## src/rtl/fxs_pkg.sv

```systemverilog
// Package fxs_pkg
// Shared encodings for the fetch/execute sequencer: the instruction class
// reported by the execute stub and the opcode nibbles the stub recognises.
// Assumes 16-bit instruction words with the opcode in the top nibble.
package fxs_pkg;

    typedef enum logic [2:0] {
        CLS_PLAIN   = 3'd0,
        CLS_DOUBLE  = 3'd1,
        CLS_OPERAND = 3'd2,
        CLS_BRANCH  = 3'd3,
        CLS_JUMP    = 3'd4
    } instr_class_e;

    typedef enum logic [1:0] {
        NXT_SEQ,
        NXT_BRANCH,
        NXT_VEC_HI,
        NXT_VEC_LO
    } next_sel_e;

    localparam logic [3:0] OPC_DOUBLE = 4'hC;
    localparam logic [3:0] OPC_JUMP   = 4'hD;
    localparam logic [3:0] OPC_BRANCH = 4'hE;
    localparam int         COND_BIT   = 11;
    localparam int         TGT_BITS   = 11;

endpackage

```

## src/rtl/fxs_phase_ctr.sv

```systemverilog
// Module fxs_phase_ctr
// Divides the clock into instruction cycles of PHASES clocks each and flags
// the read clock, the capture clock and the boundary clock.
// Assumes PHASES >= 3 so capture precedes the boundary edge.
module fxs_phase_ctr #(
    parameter int PHASES = 4
) (
    input  logic clk,
    input  logic rst_n,
    output logic ph_read,
    output logic ph_capture,
    output logic ph_last
);
    localparam int PH_W = (PHASES > 1) ? $clog2(PHASES) : 1;
    localparam logic [PH_W-1:0] PH_LAST = PH_W'(PHASES - 1);

    logic [PH_W-1:0] phase;

    // Wrap the phase count at the end of each instruction cycle.
    always_ff @(posedge clk) begin
        if (!rst_n)                phase <= '0;
        else if (phase == PH_LAST) phase <= '0;
        else                       phase <= phase + PH_W'(1);
    end

    assign ph_read    = (phase == '0);
    assign ph_capture = (phase == PH_W'(1));
    assign ph_last    = (phase == PH_LAST);
endmodule

```

## src/rtl/fxs_exec_stub.sv

```systemverilog
// Module fxs_exec_stub
// Holds the word in the execute stage and decodes only what sequencing
// needs: class, taken flag and branch target. A word that follows the first
// word of a two-word instruction is marked as an operand and not decoded.
// Assumes load_en pulses once per instruction cycle, on the boundary clock.
module fxs_exec_stub
    import fxs_pkg::*;
#(
    parameter int PADDR_W = 15,
    parameter int WORD_W  = 16
) (
    input  logic               clk,
    input  logic               rst_n,
    input  logic               load_en,
    input  logic               load_valid,
    input  logic [WORD_W-1:0]  load_word,
    input  logic [PADDR_W-1:0] load_pc,
    output logic               ex_valid,
    output logic [WORD_W-1:0]  ex_word,
    output logic [PADDR_W-1:0] ex_pc,
    output instr_class_e       ex_class,
    output logic               ex_taken,
    output logic [PADDR_W-1:0] ex_target
);
    logic       is_operand;
    logic [3:0] opc;

    // Latch the handed-over word (or a bubble) at each cycle boundary.
    always_ff @(posedge clk) begin
        if (!rst_n) begin
            ex_valid   <= 1'b0;
            ex_word    <= '0;
            ex_pc      <= '0;
            is_operand <= 1'b0;
        end else if (load_en) begin
            ex_valid   <= load_valid;
            ex_word    <= load_valid ? load_word : '0;
            ex_pc      <= load_valid ? load_pc : '0;
            is_operand <= load_valid && (ex_class == CLS_DOUBLE);
        end
    end

    assign opc       = ex_word[WORD_W-1 -: 4];
    assign ex_target = PADDR_W'({ex_word[TGT_BITS-1:0], 1'b0});

    // Classify the held word and resolve the stand-in branch condition.
    always_comb begin
        ex_class = CLS_PLAIN;
        ex_taken = 1'b0;
        if (ex_valid) begin
            if (is_operand) begin
                ex_class = CLS_OPERAND;
            end else begin
                case (opc)
                    OPC_DOUBLE: ex_class = CLS_DOUBLE;
                    OPC_JUMP: begin
                        ex_class = CLS_JUMP;
                        ex_taken = 1'b1;
                    end
                    OPC_BRANCH: begin
                        ex_class = CLS_BRANCH;
                        ex_taken = ex_word[COND_BIT];
                    end
                    default: ex_class = CLS_PLAIN;
                endcase
            end
        end
    end
endmodule

```

## src/rtl/fxs_fetch.sv

```systemverilog
// Module fxs_fetch
// Owns the fetch address and the prefetch buffer. At each boundary it picks
// the next address: branch target, interrupt vector, or the next word. On a
// redirect it discards the prefetched word by handing over a bubble.
// Assumes the program memory returns data one clock after the read strobe.
module fxs_fetch
    import fxs_pkg::*;
#(
    parameter int               PADDR_W   = 15,
    parameter int               WORD_W    = 16,
    parameter logic [PADDR_W-1:0] RESET_VEC = '0,
    parameter logic [PADDR_W-1:0] HI_VEC    = PADDR_W'(8),
    parameter logic [PADDR_W-1:0] LO_VEC    = PADDR_W'(24)
) (
    input  logic               clk,
    input  logic               rst_n,
    input  logic               capture,
    input  logic               boundary,
    input  logic [WORD_W-1:0]  pm_rdata,
    input  logic               ex_taken,
    input  logic [PADDR_W-1:0] ex_target,
    input  logic               ex_double,
    input  logic               irq_hi,
    input  logic               irq_lo,
    output logic [PADDR_W-1:0] fetch_pc,
    output logic               load_valid,
    output logic [WORD_W-1:0]  load_word,
    output logic [PADDR_W-1:0] load_pc,
    output logic [1:0]         int_ack
);
    localparam logic [PADDR_W-1:0] WORD_STEP = PADDR_W'(2);

    logic [WORD_W-1:0]  fetch_buf;
    logic [PADDR_W-1:0] next_pc;
    logic               irq_ok;
    next_sel_e          sel;

    assign irq_ok = !ex_taken && !ex_double;

    // Choose the source of the next fetch address, redirects first.
    always_comb begin
        if (ex_taken)              sel = NXT_BRANCH;
        else if (irq_ok && irq_hi) sel = NXT_VEC_HI;
        else if (irq_ok && irq_lo) sel = NXT_VEC_LO;
        else                       sel = NXT_SEQ;
    end

    // Map the selection to an address, keeping it word aligned.
    always_comb begin
        case (sel)
            NXT_BRANCH: next_pc = ex_target;
            NXT_VEC_HI: next_pc = HI_VEC;
            NXT_VEC_LO: next_pc = LO_VEC;
            default:    next_pc = fetch_pc + WORD_STEP;
        endcase
        next_pc[0] = 1'b0;
    end

    // Advance the fetch address at each boundary.
    always_ff @(posedge clk) begin
        if (!rst_n)        fetch_pc <= RESET_VEC;
        else if (boundary) fetch_pc <= next_pc;
    end

    // Capture the word returned by the synchronous read port.
    always_ff @(posedge clk) begin
        if (!rst_n)       fetch_buf <= '0;
        else if (capture) fetch_buf <= pm_rdata;
    end

    // Pulse the interrupt acknowledge for one clock after entry.
    always_ff @(posedge clk) begin
        if (!rst_n)        int_ack <= 2'b00;
        else if (boundary) int_ack <= {sel == NXT_VEC_HI, sel == NXT_VEC_LO};
        else               int_ack <= 2'b00;
    end

    assign load_valid = (sel == NXT_SEQ);
    assign load_word  = fetch_buf;
    assign load_pc    = fetch_pc;
endmodule

```

## src/rtl/fxs_sequencer.sv

```systemverilog
// Module fxs_sequencer (top)
// Two-stage fetch/execute sequencer: a phase counter paces four-clock
// instruction cycles, the fetch unit reads one word per cycle and handles
// redirects, and the execute stub classifies the word being executed.
// Assumes a synchronous-read program memory addressed in bytes.
module fxs_sequencer
    import fxs_pkg::*;
#(
    parameter int                 PHASES    = 4,
    parameter int                 PADDR_W   = 15,
    parameter int                 WORD_W    = 16,
    parameter logic [PADDR_W-1:0] RESET_VEC = '0,
    parameter logic [PADDR_W-1:0] HI_VEC    = PADDR_W'(8),
    parameter logic [PADDR_W-1:0] LO_VEC    = PADDR_W'(24)
) (
    input  logic               clk,
    input  logic               rst_n,
    input  logic               irq_hi,
    input  logic               irq_lo,
    input  logic [WORD_W-1:0]  pm_rdata,
    output logic               pm_rd,
    output logic [PADDR_W-1:0] pm_addr,
    output logic               cyc_last,
    output logic               ex_valid,
    output logic [WORD_W-1:0]  ex_word,
    output logic [PADDR_W-1:0] ex_pc,
    output logic [2:0]         ex_class,
    output logic               ex_taken,
    output logic [PADDR_W-1:0] ex_target,
    output logic [1:0]         int_ack
);
    logic               ph_capture;
    logic               load_valid;
    logic [WORD_W-1:0]  load_word;
    logic [PADDR_W-1:0] load_pc;
    instr_class_e       cls;

    fxs_phase_ctr #(.PHASES(PHASES)) u_phase (
        .clk        (clk),
        .rst_n      (rst_n),
        .ph_read    (pm_rd),
        .ph_capture (ph_capture),
        .ph_last    (cyc_last)
    );

    fxs_fetch #(
        .PADDR_W   (PADDR_W),
        .WORD_W    (WORD_W),
        .RESET_VEC (RESET_VEC),
        .HI_VEC    (HI_VEC),
        .LO_VEC    (LO_VEC)
    ) u_fetch (
        .clk        (clk),
        .rst_n      (rst_n),
        .capture    (ph_capture),
        .boundary   (cyc_last),
        .pm_rdata   (pm_rdata),
        .ex_taken   (ex_taken),
        .ex_target  (ex_target),
        .ex_double  (cls == CLS_DOUBLE),
        .irq_hi     (irq_hi),
        .irq_lo     (irq_lo),
        .fetch_pc   (pm_addr),
        .load_valid (load_valid),
        .load_word  (load_word),
        .load_pc    (load_pc),
        .int_ack    (int_ack)
    );

    fxs_exec_stub #(
        .PADDR_W (PADDR_W),
        .WORD_W  (WORD_W)
    ) u_exec (
        .clk        (clk),
        .rst_n      (rst_n),
        .load_en    (cyc_last),
        .load_valid (load_valid),
        .load_word  (load_word),
        .load_pc    (load_pc),
        .ex_valid   (ex_valid),
        .ex_word    (ex_word),
        .ex_pc      (ex_pc),
        .ex_class   (cls),
        .ex_taken   (ex_taken),
        .ex_target  (ex_target)
    );

    assign ex_class = cls;
endmodule

```

## config.mk

```make
export PLATFORM = sky130hd
export DESIGN_NAME = fxs_sequencer
export DESIGN_NICKNAME = d
export VERILOG_FILES = /design/src/rtl/fxs_pkg.sv /design/src/rtl/fxs_phase_ctr.sv /design/src/rtl/fxs_exec_stub.sv /design/src/rtl/fxs_fetch.sv /design/src/rtl/fxs_sequencer.sv
export SDC_FILE = /design/constraint.sdc
export NUM_CORES = 1
export LEC_CHECK = 0
export ABC_AREA = 1
export BUFFER_PORTS_ARGS = -buffer_cell sky130_fd_sc_hd__buf_2
export CORE_UTILIZATION = 51
export DETAILED_ROUTE_END_ITERATION = 8
export PLACE_DENSITY = 0.77
export SYNTH_ARGS = -nofsm -noshare
export SYNTH_HDL_FRONTEND = slang
export SYNTH_SLANG_ARGS = --single-unit
```

## constraint.sdc

```tcl
create_clock -name clk -period 1.9 [get_ports clk]
set_clock_uncertainty 0.15 [all_clocks]
set_input_delay 0.38 -clock clk [delete_from_list [all_inputs] [get_ports clk]]
set_output_delay 0.38 -clock clk [all_outputs]
set_load 0.005 [all_outputs]
```

# Word level (Yosys, flattened, before mapping)
# Cells that the tools add are included.
[op_classes]
addsub = 2
n_eq_ne = 9
mux = 12
bitwise_logic = 1
n_reduce_logical = 10
[ops]
columns = ["operator", "count"]
rows = [
  ["$pmux 15 s3", 1],
  ["$mux 16", 1],
  ["$add 15x2->15 const B", 1],
  ["$mux 15", 1],
  ["$eq 4x4->1 const B", 3],
  ["$pmux 3 s3", 1],
  ["$eq 2x2->1 const B", 3],
  ["$mux 2", 3],
  ["$mux 3", 2],
  ["$eq 2x1->1 const B", 2],
  ["$logic_and 1x1->1", 4],
  ["$logic_not 2->1", 2],
  ["$eq 3x1->1 const B", 1],
  ["$add 2x1->2 const B", 1],
  ["$logic_not 1->1", 2],
  ["$mux 1", 2],
  ["$pmux 1 s2", 1],
  ["$reduce_and 2->1", 1],
  ["$reduce_or 2->1", 1],
  ["$not 1->1", 1],
]
[word_totals]
ff_bits = 67
inputBits = 20
word_cells = 42

# Logic depth before layout (Yosys ltp)
# Gate-level depths: netlist (run 1).
[depth]
ltp_word = 13
depth_mapped = 12
mapped_depth_nobuf = 12

# Hierarchy
# Synthesis (run 1) repeated with hierarchy kept, for this count alone.
[unflattened]
cells_unflattened = 437
hier_area_um2 = 3206.8
[by_module_without_submodules]
columns = ["module", "instances", "cells_each", "area_each_um2", "seq_area_each_um2"]
rows = [
  ["fxs_fetch", 1, 238, 1649.1, 640.6],
  ["fxs_exec_stub", 1, 184, 1440.1, 660.6],
  ["fxs_phase_ctr", 1, 12, 103.8, 40.0],
  ["fxs_sequencer", 1, 3, 13.8, 0.0],
]

# Worst setup path after synthesis (run 1)
# No wires, ideal clock.
[synth_path]
path_type = "register to register"
from = "reg u_phase.phase[0]"
to = "reg u_fetch.fetch_pc[12]"
t_arrival_ps = 1327
t_required_ps = 1616
slack_ps = 288
stages_incl_launch_ff = 6
n_path_buf = 1
path_cell_list = "dfxtp_1 ha_1 nor2_1 inv_1 buf_1 a21oi_1"
[synth_via]
elab_chain_cells = 1
[synth_rtl]
columns = ["element", "line", "text"]
rows = [
  ["start, declared", "fxs_phase_ctr.sv:17", "logic [PH_W-1:0] phase;"],
  ["start signal, assigned", "fxs_phase_ctr.sv:23", "else phase <= phase + PH_W'(1);"],
  ["$eq 2x2->1", "fxs_phase_ctr.sv:28", "assign ph_last = (phase == PH_LAST);"],
  ["named net cyc_last", "fxs_sequencer.sv:23", "output logic cyc_last,"],
  ["end signal, assigned", "fxs_fetch.sv:62", "else if (boundary) fetch_pc <= next_pc;"],
  ["end, declared", "fxs_fetch.sv:25", "output logic [PADDR_W-1:0] fetch_pc,"],
]
# The timed path passes the listed nets, and every way through them passes these cells.
# A chain may end at the register's enable or synchronous reset.

# Final worst setup path (run 1)
[layout_path]
from = "reg u_exec.ex_valid"
to = "out ex_taken"
[layout_via]
elab_chain_cells = 1
[layout_rtl]
columns = ["element", "line", "text"]
rows = [
  ["start, declared", "fxs_exec_stub.sv:18", "output logic ex_valid,"],
  ["start signal, assigned", "fxs_exec_stub.sv:36", "ex_valid <= load_valid;"],
  ["$mux 1", "fxs_exec_stub.sv:50", "if (ex_valid) begin"],
  ["end, declared", "fxs_sequencer.sv:28", "output logic ex_taken,"],
]
# No other way between the ends.

==> results of run 1 <==
==> flip-flops by register name (all words and copies together) (netlist names) <==
signal and cells:
u_exec.ex_pc 14, u_phase.phase 2, u_fetch.fetch_pc 14, u_exec.is_operand 1
u_exec.ex_valid 1, u_fetch.int_ack 2, u_exec.ex_word 16, u_fetch.load_word 16
==> power breakdown <==
group,total (mW),internal [mW],switching (mW)
Sequential,1.46,1.43,0.0259
Combinational,0.205,0.0771,0.128
Clock,1.11,0.596,0.516
==> final timing paths <==
path	end	slack, ns	depth (start not counted)	startpoint
hold reg to reg	u_exec.ex_word[8]	0.30	2	u_fetch.load_word[8]
hold / removal	u_fetch.load_word[8]	0.11	3	pm_rdata[8]
setup / recovery	ex_taken	0.07	6	u_exec.ex_valid
setup reg to reg	u_exec.ex_pc[8]	0.11	10	u_exec.ex_valid
==> per-stage QoR <==
stage | instances | area [sq um]
detailed placement | 535 | 3350
finish | 557 | 3630
global placement | 535 | 3350
global route | 557 | 3630
CTS | 552 | 3560
floorplan | 399 | 2960
==> critical path, delay by kind of cell, from the launching register on <==
kind,cells,cell delay [ns]
DFF,1,0.35
buffers and inverters,3,0.26
and+or+nand+nor,3,0.34
==> placed cells by master (no fill, tap or decap), types with 5 or more instances in the layout <==
cell type,netlist,final
a21oi_1,9,9
buf_2,3,83
buf_4,18,17
clkbuf_8,0,9
conb_1,1,6
dfxtp_1,66,61
inv_1,40,37
nand2_1,120,120
nand3_1,17,16
nor2_1,37,34
o21ai_0,29,29
o22ai_2,5,5
xor2_1,7,7
==> cell families (layout without fill, tap and decap cells) <==
| group | count (synthesis) | after routing | share of synthesized area (%) |
|---|---|---|---|
| buffers and inverters | 74 | 160 | 12.4 |
| AO/OA/AOI/OAI | 52 | 52 | 11.2 |
| AND/OR/NAND/NOR | 189 | 189 | 27.1 |
| flip-flops | 66 | 66 | 45.0 |
| other | 1 | 6 | 0.128 |
| adder cells (fa/ha/maj) | 4 | 4 | 1.70 |
| XOR/XNOR | 8 | 8 | 2.39 |
==> area by class of cell <==
| type | count | area [sq um] |
|---|---|---|
| Inverter | 42 | 163 |
| Timing Repair Buffer | 102 | 574 |
| Multi-Input combinational cell | 259 | 1290 |
| Clock buffer | 10 | 128 |
| Sequential cell | 66 | 1330 |
| Fill cell | 515 | 1910 |
| Clock inverter | 6 | 57.6 |
| Tap cell | 72 | 90.1 |
==> metal layers <==
layer | wire length [microns] | part of all wire (%) | track usage, % | vias to the layer above
li1 | - | - | - | 1381
met1 | 2960 | 45 | 27.1 | 1165
met2 | 3080 | 46 | 35.2 | 87
met3 | 408 | 6.1 | 5.29 | 17
met4 | 194 | 2.9 | 15.5 | 0
met5 | 0 | 0 | 0 | -
==> what timing repair did <==
| action | 4_1_cts | 5_1_grt |
|---|---|---|
| setup buffers | 1 | 5 |
| resized for setup | 7 | 10 |
| pin swaps | 1 | 5 |
| gates cloned | 0 | 0 |
| endpoints found under the setup margin | 7 | 20 |
==> impl_summary.md, run 1 <==
Floorplanning
The horizontal die dimension is 77.9 microns. In this run the vertical extent of the chip is roughly 78 microns. The overall die area is around 6100 sq um. The initialized floorplan defines 27 standard-cell rows. The total area inside the core boundary comes to about 5500 sq um.

The initial utilization of the core area, before any placement, comes to 53.0%. The boundary pin count is 90.

Routing
After detailed routing, the average wire length per cell comes to 11.9 microns. The detail route stage leaves a number of antenna-violating nets equal to 0. The DRC violations left is 0.

The average via count per standard cell is 4.76. After the first detailed-routing iteration, the DRC count stood at about 150. Summed over all layers, the routed wires come to 6.65 mm.

The first detailed-routing pass ran for 4 iterations. Detailed routing inserted a total of ~2700 vias.

Synth
Ranked by instance count, the synthesized netlist is headed by nand2_1 (120), dfxtp_1 (66), inv_1 (40). The synthesized design devotes to its leading area cell type 45.0% of total area. The number of cells produced by synthesis is between 300 and 400. Summing every instance area after synthesis gives 2940 sq um. For this run, the number of Yosys warnings is 0.

Of the synthesized area, sequential elements account for between 40 and 50%. The number of enable-type register cells in the synthesized netlist is 0. In this run, synthesis produced a sequential element count of 66. Counting flops with an async set or reset pin after synthesis yields a share of 0%. In the synthesized netlist the dominant register cell turns out to be dfxtp_1. By instance count, the leading cell after synthesis is nand2_1. Each instance of the synthesized netlist takes up on average 7.45 sq um. Yosys attributes the largest share of cell area to dfxtp_1 (45%), nand2_1 (15%), inv_1 (5.1%).

The biggest area contributor in the post-synthesis netlist is dfxtp_1. The number of different library cells used by synthesis comes to 31.

Place
The total half-perimeter wirelength after legalization and detailed placement is around 4.7 mm. The number of input and output port buffers inserted is 83. The final weighted congestion in routability-driven placement is 0.874. Before CTS, the worst setup slack after placement is 0.00958 ns.

Timing
The number of max-slew violations in the final report was 0. The final critical-path share of the clock period is 96.2%. The number of failing hold endpoints at the final stage is 0. The upper clock frequency limit is 547 MHz. The routed design could run at a clock period as short as 1.83 ns.

Setup violations remaining at the end of the flow were counted as 0. Once routing completed, OpenROAD measured the worst setup slack at 0.0723 ns. On the final layout, the worst hold slack is between 0.1 and 0.15 ns. After routing, the total negative slack on setup checks comes to 0 ns.

Clock network
The TritonCTS clock tree is yes. In this run the number of H-tree levels came out at 3. In this run, CTS created clock tree buffers numbering 9. The clock sink total is 66. After clock tree synthesis, the flow added hold-fix buffers numbering 0. The clock slew seen by the registers of the worst setup and hold paths is ~0.070 ns. No sink is reached through more buffers than the 2 on the longest clock path. For the worst-skew pair, the clock arrives at the later sink with an insertion delay of 0.34 ns. The clock tree root buffer cell is clkbuf_8.

Global routing
The via count of the first global-routing pass came to 2339. The first global-routing pass estimated 10.6 mm of wire. The initial antenna violation count was 0. The maximum number of pins on one net before global-route repair is 33. The overall fraction of global-route tracks in use is 22.5%. The total global routing overflow is 0.

Power and ir drop
The peak ir drop on the vdd network is 505 uV. The leakage power is 1.85 nW. The power per cell area is 765 nW/um^2. The total power of the final layout is 2.78 mW.

Critical path
The largest fanout on the critical path is 3. The worst stage delay on the critical path is 0.35 ns. The worst endpoint required time is about 1.4 ns. The critical path goes through inv_2, nor2_4, nand3_2, nand2_4, buf_6, buf_2. The library cell contributing the largest single delay on the critical path is dfxtp_2.

The classification of the worst setup path is reg -> out. The kind of end point of the critical path is an output pin. The critical path launch point type is a flop. The worst path arrival time is about 1.3 ns.

Final layout
For this run, the post-layout net count is 504. The fraction of the core area covered by cells at the end of the flow is 65.5%. The post-synthesis to final-layout area growth is 23.6%.

0 antenna diodes ended up in the layout. The share of cells above drive strength 1 is 30.5%.

Run
The count of maximum capacitance violations is 0.

Hold path
In this run the worst hold path is classified as in -> reg.

Status
The run finished with clean final reports.
(Power assumes the default switching activity.)
==> inputs of run 2 (changes only) <==
--- a/config.mk
+++ b/config.mk
@@ -7,9 +7,11 @@
 export LEC_CHECK = 0
 export ABC_AREA = 1
 export BUFFER_PORTS_ARGS = -buffer_cell sky130_fd_sc_hd__buf_2
-export CORE_UTILIZATION = 51
+export CORE_UTILIZATION = 52
+export CTS_BUF_LIST = sky130_fd_sc_hd__clkbuf_16
 export DETAILED_ROUTE_END_ITERATION = 8
-export PLACE_DENSITY = 0.77
+export PLACE_DENSITY = 0.78
 export SYNTH_ARGS = -nofsm -noshare
 export SYNTH_HDL_FRONTEND = slang
+export SYNTH_HIERARCHICAL = 1
 export SYNTH_SLANG_ARGS = --single-unit
==> impl_summary.md, run 2 <==
Status
The flow ran to the end, but the final reports show violations. The final reports fail on negative setup slack.

Global routing
Across every metal layer, demand over resource in global routing totals ~29%. The first global-routing pass estimated 13.9 mm of wire. The via count of the first global-routing pass is 2937. The initial antenna violation count is 0. For this run the aggregate overflow at the end of global routing stands at 0.

Entering global routing, the biggest net connects 34 pins.

Synth
The library cell with the highest instance count after synthesis is nand2_1. The post-synthesis instance area is 3210 sq um. Counting flops with a built-in enable in the synthesized netlist gives 0. The share of synthesized area in the top cell type comes to 41.8%. Synthesis instantiated 27 different standard cells from the library. The share of async-settable or async-resettable flops after synthesis is 0%. The number of cells produced by synthesis is 437. The primary flip-flop cell chosen by synthesis mapping is dfxtp_1. Sorting the synthesized cells by how often they occur yields nand2_1 (77), dfxtp_1 (67), a21oi_1 (56).

For this run, the number of Yosys warnings is 6. Sorting the synthesized cells by area gives the leading types as dfxtp_1 (42%), nand2_1 (9.0%), a21oi_1 (8.7%). The biggest area consumer among synthesized cells is dfxtp_1. After synthesis the netlist holds a flip-flop and latch count of 67. Summing the sequential cell areas from Yosys gives 41.8% of the chip area. The average instance area after synthesis is ~7.3 sq um.

Critical path
The library cell contributing the largest single delay on the critical path is dfxtp_2. The worst setup path is captured at a flop. The critical path launch point type is a flop. Of all nets on the critical path, the largest fanout is 8.

At the worst endpoint, the arrival time is roughly 2.1 ns. The classification of the worst setup path is reg -> reg. Walking the worst path, the cells encountered are nand2_2, inv_2, nand2_1, nand2_1, nand2_2, inv_2, inv_2, nand2_2, nor2_2, inv_2, nand3_2, nand2_2, nor2_4, buf_12, buf_6, nand2_4, nor2_2, nand2_1, a21oi_2.

On the worst path, the slowest cell contributes a delay of between 0.3 and 0.4 ns. The worst endpoint required time is a little over 2 ns.

Final layout
Compared with the post-synthesis result, the final layout area differs by 30.2%. The sequential cell area is 1350 sq um. Fill cells in the final layout number between 400 and 500. 0 antenna diodes ended up in the layout.

Leaving out fill and tap cells, the most frequent cell in the layout is buf_2. The number of nets at the end of the flow is between 500 and 600. Summing all multi-input logic gate instances after layout gives 1560 sq um. The fraction of the core area covered by cells at the end of the flow is 70.5%. Of the cells placed in the final design, the portion with a size suffix greater than 1 is approximately 37%. In the layout the commonest cells are buf_2 (83), nand2_1 (70), dfxtp_1 (61).

Power and ir drop
The leakage power is 1.87 nW. The internal portion of total power is 2.64 mW. The total power of the final layout is ~3.6 mW.

Dividing total power by cell area gives a power density of 863 nW/um^2. Per report_power, the combinational group accounts for 10.4% of the total. The worst-case IR drop observed on VDD is approximately 580 uV. The part of the power in registers is 42.8%. The clock network burns 46.8% of the power. The switching portion of total power is 26.6%. In this run the power spent charging and discharging nets is 0.958 mW.

Clock network
The TritonCTS buffer count is 9. The source-to-sink clock delay at the later pin of the worst-skew pair is 0.33 ns. The cell sitting at the root of the clock tree is a clkbuf_16.

The TritonCTS clock tree is yes. Hold repair after CTS inserted 0 buffers. Clock tree synthesis found a total of 67 sinks. The deepest clock path buffer count is 2. Clock-pin slew was measured on the worst setup and hold paths at 0.06 ns.

The number of levels in the clock H-tree is 3.

Floorplanning
The initial utilization of the core area, before any placement, comes to 54.2%. Row generation in the floorplan step produced 28 rows. In this run the count of I/O pins placed on the die edge is 90. The region available for standard cell placement spans 5920 sq um.

The die height is 80.5 microns. The die covers 6490 sq um. The die is a little over 80 microns wide.

Timing
The upper clock frequency limit is 510 MHz. The worst slew margin relative to its limit is 65.0%. For the pin with the worst max-slew slack, the measured transition is roughly 0.52 ns. The final critical-path share of the clock period is 103%. The number of failing hold endpoints at the final stage is 0.

Counting I/O delays and the setup requirement, the final critical path takes 1.96 ns. Setup violations remaining at the end of the flow were counted as 11. Setup slack on the critical path of the routed design comes to -0.0619 ns. Setup repair after global routing could not meet its margin everywhere. The number of max-slew violations in the final report is 0.

Place
The number of input and output port buffers inserted is 84. The total half-perimeter wirelength after legalization and detailed placement is about 5.6 mm. OpenSTA, run right after detailed placement, puts the worst setup slack at -0.0848 ns.

The congestion estimate from routability-driven global placement came to 0.824.

Routing
The average via count per standard cell is 5.53. Once detail routing completed, the nets flagged for antenna violations numbered 0. Summed over all layers, the routed wires come to 9.06 mm.

After detailed routing, the number of remaining DRC violations is 0. For this block, the via count after detailed routing is around 3300. The average wire length per cell after detail routing is roughly 15 microns. The number of optimization iterations in the first detailed-route pass is 5.

The first routing iteration left 285 violations.

Run
The tool flagged a number of max-cap violations equal to 0.

Hold path
The worst hold path belongs to the class in -> reg.
run 2: cell type report:
class,count,share of cell area [%]
Inverter,32,3.00
Multi-Input combinational cell,289,37.4
Timing Repair Buffer,116,17.8
Sequential cell,67,32.4
Clock buffer,9,5.40
Clock inverter,7,1.77
Tap cell,75,2.25
run 2: worst max-delay path, delay by kind of cell, from the launching register on:
family	cells	cell delay, ns
flops	1	0.32
compound gates	1	0.10
simple gates	12	0.86
buf+inv	6	0.44
run 2: cells by family (layout without fill, tap and decap cells):
kind of cell,after synthesis,in the layout,share of synthesized area (%)
AND/OR/NAND/NOR,184,184,25.1
AO/OA/AOI/OAI,91,91,14.6
buffers and inverters,85,164,15.6
flip-flops,67,67,41.8
adder cells (fa/ha/maj),4,4,1.56
XOR/XNOR,4,4,1.09
other,2,6,0.234
run 2: power by group through the flow:
stage	logic, mW	registers, mW	clock network (mW)
3_3_place_gp	0.314	1.56	0
4_1_cts	0.354	1.53	1.68
2_1_floorplan	0.248	1.55	0
3_5_place_dp	0.321	1.56	0
5_1_grt	0.413	1.55	1.75
6_report	0.376	1.54	1.68
run 2: path summary, 6_finish.rpt:
check / from / end / slack (ns) / cells past startpoint
max: u_exec/ex_word[15] / u_exec/is_operand / -0.06 / 19
min: pm_rdata[4] / u_fetch/load_word[4] / 0.11 / 3
min reg2reg: u_exec/ex_pc[13] / u_exec/ex_pc[13] / 0.31 / 2
max reg2reg: u_exec/ex_word[15] / u_exec/is_operand / -0.06 / 19
run 2: per-layer routing:
layer	vias up	part of all wire [%]	wire length, microns	GRT usage [%]
li1	1549	-	-	-
met1	1520	42	3770	35.7
met2	187	47	4280	45.8
met3	32	8.2	739	5.34
met4	0	2.9	266	16.1
met5	-	0	0	0
run 2: per-stage QoR:
step / instances / hold WS [ns] / area, sq um / TNS [ns]
after floorplan: 441 / 0.283 / 3230 / 0
after global placement: 567 / 0.292 / 3540 / 0
after detailed placement: 567 / 0.303 / 3540 / -2.03
after CTS: 595 / 0.117 / 4060 / -0.500
after global routing: 595 / 0.143 / 4170 / -4.31
final: 595 / 0.113 / 4170 / -0.214
run 2: repair_timing:
item / CTS / global route
endpoints found under the setup margin: 46 / 53
pin swaps: 16 / 21
hold endpoints to repair: 0 / 0
gates cloned: 1 / 0
setup buffers: 11 / 3
gates resized for setup: 28 / 34
==> inputs of run 3 (changes only) <==
--- a/config.mk
+++ b/config.mk
@@ -7,10 +7,13 @@
 export LEC_CHECK = 0
 export ABC_AREA = 1
 export BUFFER_PORTS_ARGS = -buffer_cell sky130_fd_sc_hd__buf_2
-export CORE_UTILIZATION = 52
+export CELL_PAD_IN_SITES_DETAIL_PLACEMENT = 0
+export CELL_PAD_IN_SITES_GLOBAL_PLACEMENT = 1
+export CORE_UTILIZATION = 37
 export CTS_BUF_LIST = sky130_fd_sc_hd__clkbuf_16
 export DETAILED_ROUTE_END_ITERATION = 8
 export PLACE_DENSITY = 0.78
+export SETUP_SLACK_MARGIN = 0.05
 export SYNTH_ARGS = -nofsm -noshare
 export SYNTH_HDL_FRONTEND = slang
 export SYNTH_HIERARCHICAL = 1
==> impl_summary.md, run 3 (synthesis gave the netlist of run 2 again) <==
Routing
The post-route antenna net violation count is 0. The number of optimization iterations in the first detailed-route pass is 4. The average wire length per cell after detail routing is ~15 microns. The violation count after the first detailed-routing iteration is 93. The sum of routed wire length over all layers is around 9 mm. The routed layout has around 3000 vias.

For this run, design rule violations remaining after detail routing come to 0. After detailed routing, the number of vias per cell comes to 4.91.

Final layout
The non-filler instance count after layout is 615. The top cell types in the final layout, fill and taps aside, are buf_2 (84), nand2_1 (75), dfxtp_1 (63). From synthesis to final layout, the design area changed by 27.5%.

Once layout is done, the placed cells without fillers occupy 4090 sq um. Leaving out fill and tap cells, the most frequent cell in the layout is buf_2. The final antenna diode count is 0.

Measured on the finished design, the core utilization comes to 49.3%. The number of nets at the end of the flow is 530. In the final layout, the share of cells above drive strength 1 is 32.0%.

Floorplanning
The boundary pin count is 90. The initialized floorplan defines 33 standard-cell rows. The floorplan step defined a die boundary enclosing 9040 sq um.

The placeable core area is 8300 sq um. The horizontal die dimension is 95.1 microns. From bottom edge to top edge, the die measures 95.1 microns. For this configuration, the core starts out at a cell density of 38.6%.

Timing
The final setup TNS is -0.0891 ns. The worst setup margin is -0.0384 ns. The routed design could run at a clock period as short as 1.94 ns. The number of failing hold endpoints at the final stage is 0. The transition time at the pin with the least slew margin is 0.508 ns. The total setup violations reported at the end of the flow is 4. Timing would allow up to about 520 MHz. The final critical-path share of the clock period is 102%.

The number of max-slew violations in the final report is 0. Headroom to the max-slew limit came out at roughly two thirds. Setup repair after global routing could not meet its margin everywhere.

Run
The count of maximum capacitance violations is 0.

Critical path
For flop-to-flop paths, the worst setup slack is -0.04 ns. Along the worst path, the maximum fanout reaches 14. The worst setup path is captured at a flop. The worst endpoint required time is 2.00 ns. Data arrives at the worst endpoint at 2.04 ns.

The number of cells traversed by the worst register-to-register path is 17. The critical path launch point type is a flop. The start of the worst register-to-register path is u_exec/ex_word[14]. The worst register-to-register path ends at u_exec/ex_pc[1]. The classification of the worst setup path is reg -> reg. The most critical setup path has its startpoint at u_exec/ex_word[14]. The capturing instance or port of the critical path is u_exec/ex_pc[1].

Power and ir drop
The leakage power is about 1.8 nW. The internal portion of total power is 2.89 mW. The power per cell area is 919 nW/um^2. VDD sags by at most 432 uV. Summed over all nets, the switching power comes to roughly 0.87 mW. The power share of the combinational group is 9.5%. The clock network burns between 40 and 50% of the power. Sequential cells burn a little over 40% of the power. Of the total power, the share spent switching nets is 23.2%.

Hold path
The min-delay analysis places its worst path in the category in -> reg.

Global routing
Summed over all layers, the global routing overflow is 0. The global-route wire length before repair is between 10 and 15 mm. The via count of the first global-routing pass is 2736. The initial antenna violation count was 0. The maximum number of pins on one net before global-route repair is 34. The overall fraction of global-route tracks in use is 20.6%.

Clock network
The clock slew seen by the registers of the worst setup and hold paths is 0.05 ns. The clock tree root buffer cell is clkbuf_16. The deepest clock path buffer count is 2. The number of hold buffers added after CTS was 0. The clock sink total is 67. The H-tree generated during clock tree synthesis spans 3 levels.

The TritonCTS clock tree is yes. The TritonCTS buffer count is 9. Clock latency on the worst-skew pair, taken at its later pin, is around 0.33 ns.

Status
The final reports fail on negative setup slack. The run finished, with violations left.

Place
Input and output buffers added on the ports amount to 84. Including well taps, the total number of placed cells is 592. The final weighted congestion in routability-driven placement is 0.793. Detailed placement finished with a half-perimeter wire length of 5.99 mm. After detailed placement, the total cell area comes to between 3000 and 4000 sq um.
## run 3: cell count changes in the layout (fill, tap and decap cells not counted), sizes merged
cell | before | now
bufinv | 1 | 3
clkinvlp | 0 | 1
clkbuf | 9 | 10
clkinv | 4 | 2
inv | 34 | 32
buf | 116 | 106
## run 3: metal layers
metal / GRT usage (%) / routed length, microns
met4: 7.95 / 90
met2: 34.2 / 4510
met3: 3.51 / 583
met1: 26.5 / 3790
met5: 0 / 0
## run 3: area by class of cell
| type | count | area [sq um] |
|---|---|---|
| fillers | 830 | 4210 |
| multi-input cells | 289 | 1470 |
| flip-flops and latches | 67 | 1350 |
| repair buffers | 107 | 679 |
| clock buffers | 9 | 225 |
| well taps | 105 | 131 |
| inverters | 32 | 125 |
| clock inverters | 6 | 106 |
## run 3: how the worst min path moves through the flow
| stage | depth (start not counted) | from | endpoint |
|---|---|---|---|
| floorplan | 1 | u_phase/phase[0] | u_phase/phase[0] |
| global placement | 1 | u_phase/phase[0] | u_phase/phase[0] |
| detailed placement | 2 | u_exec/ex_pc[4] | u_exec/ex_pc[4] |
| CTS | 3 | pm_rdata[0] | u_fetch/load_word[0] |
| global route | 3 | pm_rdata[8] | u_fetch/load_word[8] |
| finish | 3 | pm_rdata[14] | u_fetch/load_word[14] |
## run 3: per-stage QoR
stage	setup WS [ns]	hold slack [ns]	total power, mW
2_1_floorplan	0.0518	0.283	1.80
3_3_place_gp	0.0318	0.296	1.88
3_5_place_dp	-0.0367	0.305	1.89
4_1_cts	-0.0236	0.117	3.76
5_1_grt	-0.172	0.143	3.90
6_report	-0.0384	0.122	3.76
## run 3: timing repair
action / in CTS / in global routing
setup buffers: 4 / 3
setup endpoints to repair: 39 / 48
cloned: 1 / 1
pin swaps: 7 / 11
resized for setup: 9 / 22
## run 3: power by group through the flow
stage          clock network [mW]  registers [mW]  logic (mW)
5_1_grt                      1.95            1.55       0.404
4_1_cts                      1.89            1.54       0.339
2_1_floorplan                   0            1.55       0.249
6_report                     1.86            1.54       0.358
3_5_place_dp                    0            1.57       0.320
3_3_place_gp                    0            1.57       0.315
## run 3: worst max-delay path, stage by stage (launching register included)
cell,delay (ns)
dfxtp_2,0.32
nand2_2,0.08
inv_2,0.05
nand2_1,0.06
nand2_1,0.04
nand2_1,0.07
inv_1,0.05
inv_1,0.04
nand2_1,0.05
nor2_2,0.11
inv_2,0.05
nand3_2,0.07
nand2_2,0.06
nor2_4,0.12
buf_12,0.14
buf_12,0.15
nand3_1,0.11
a21oi_1,0.15
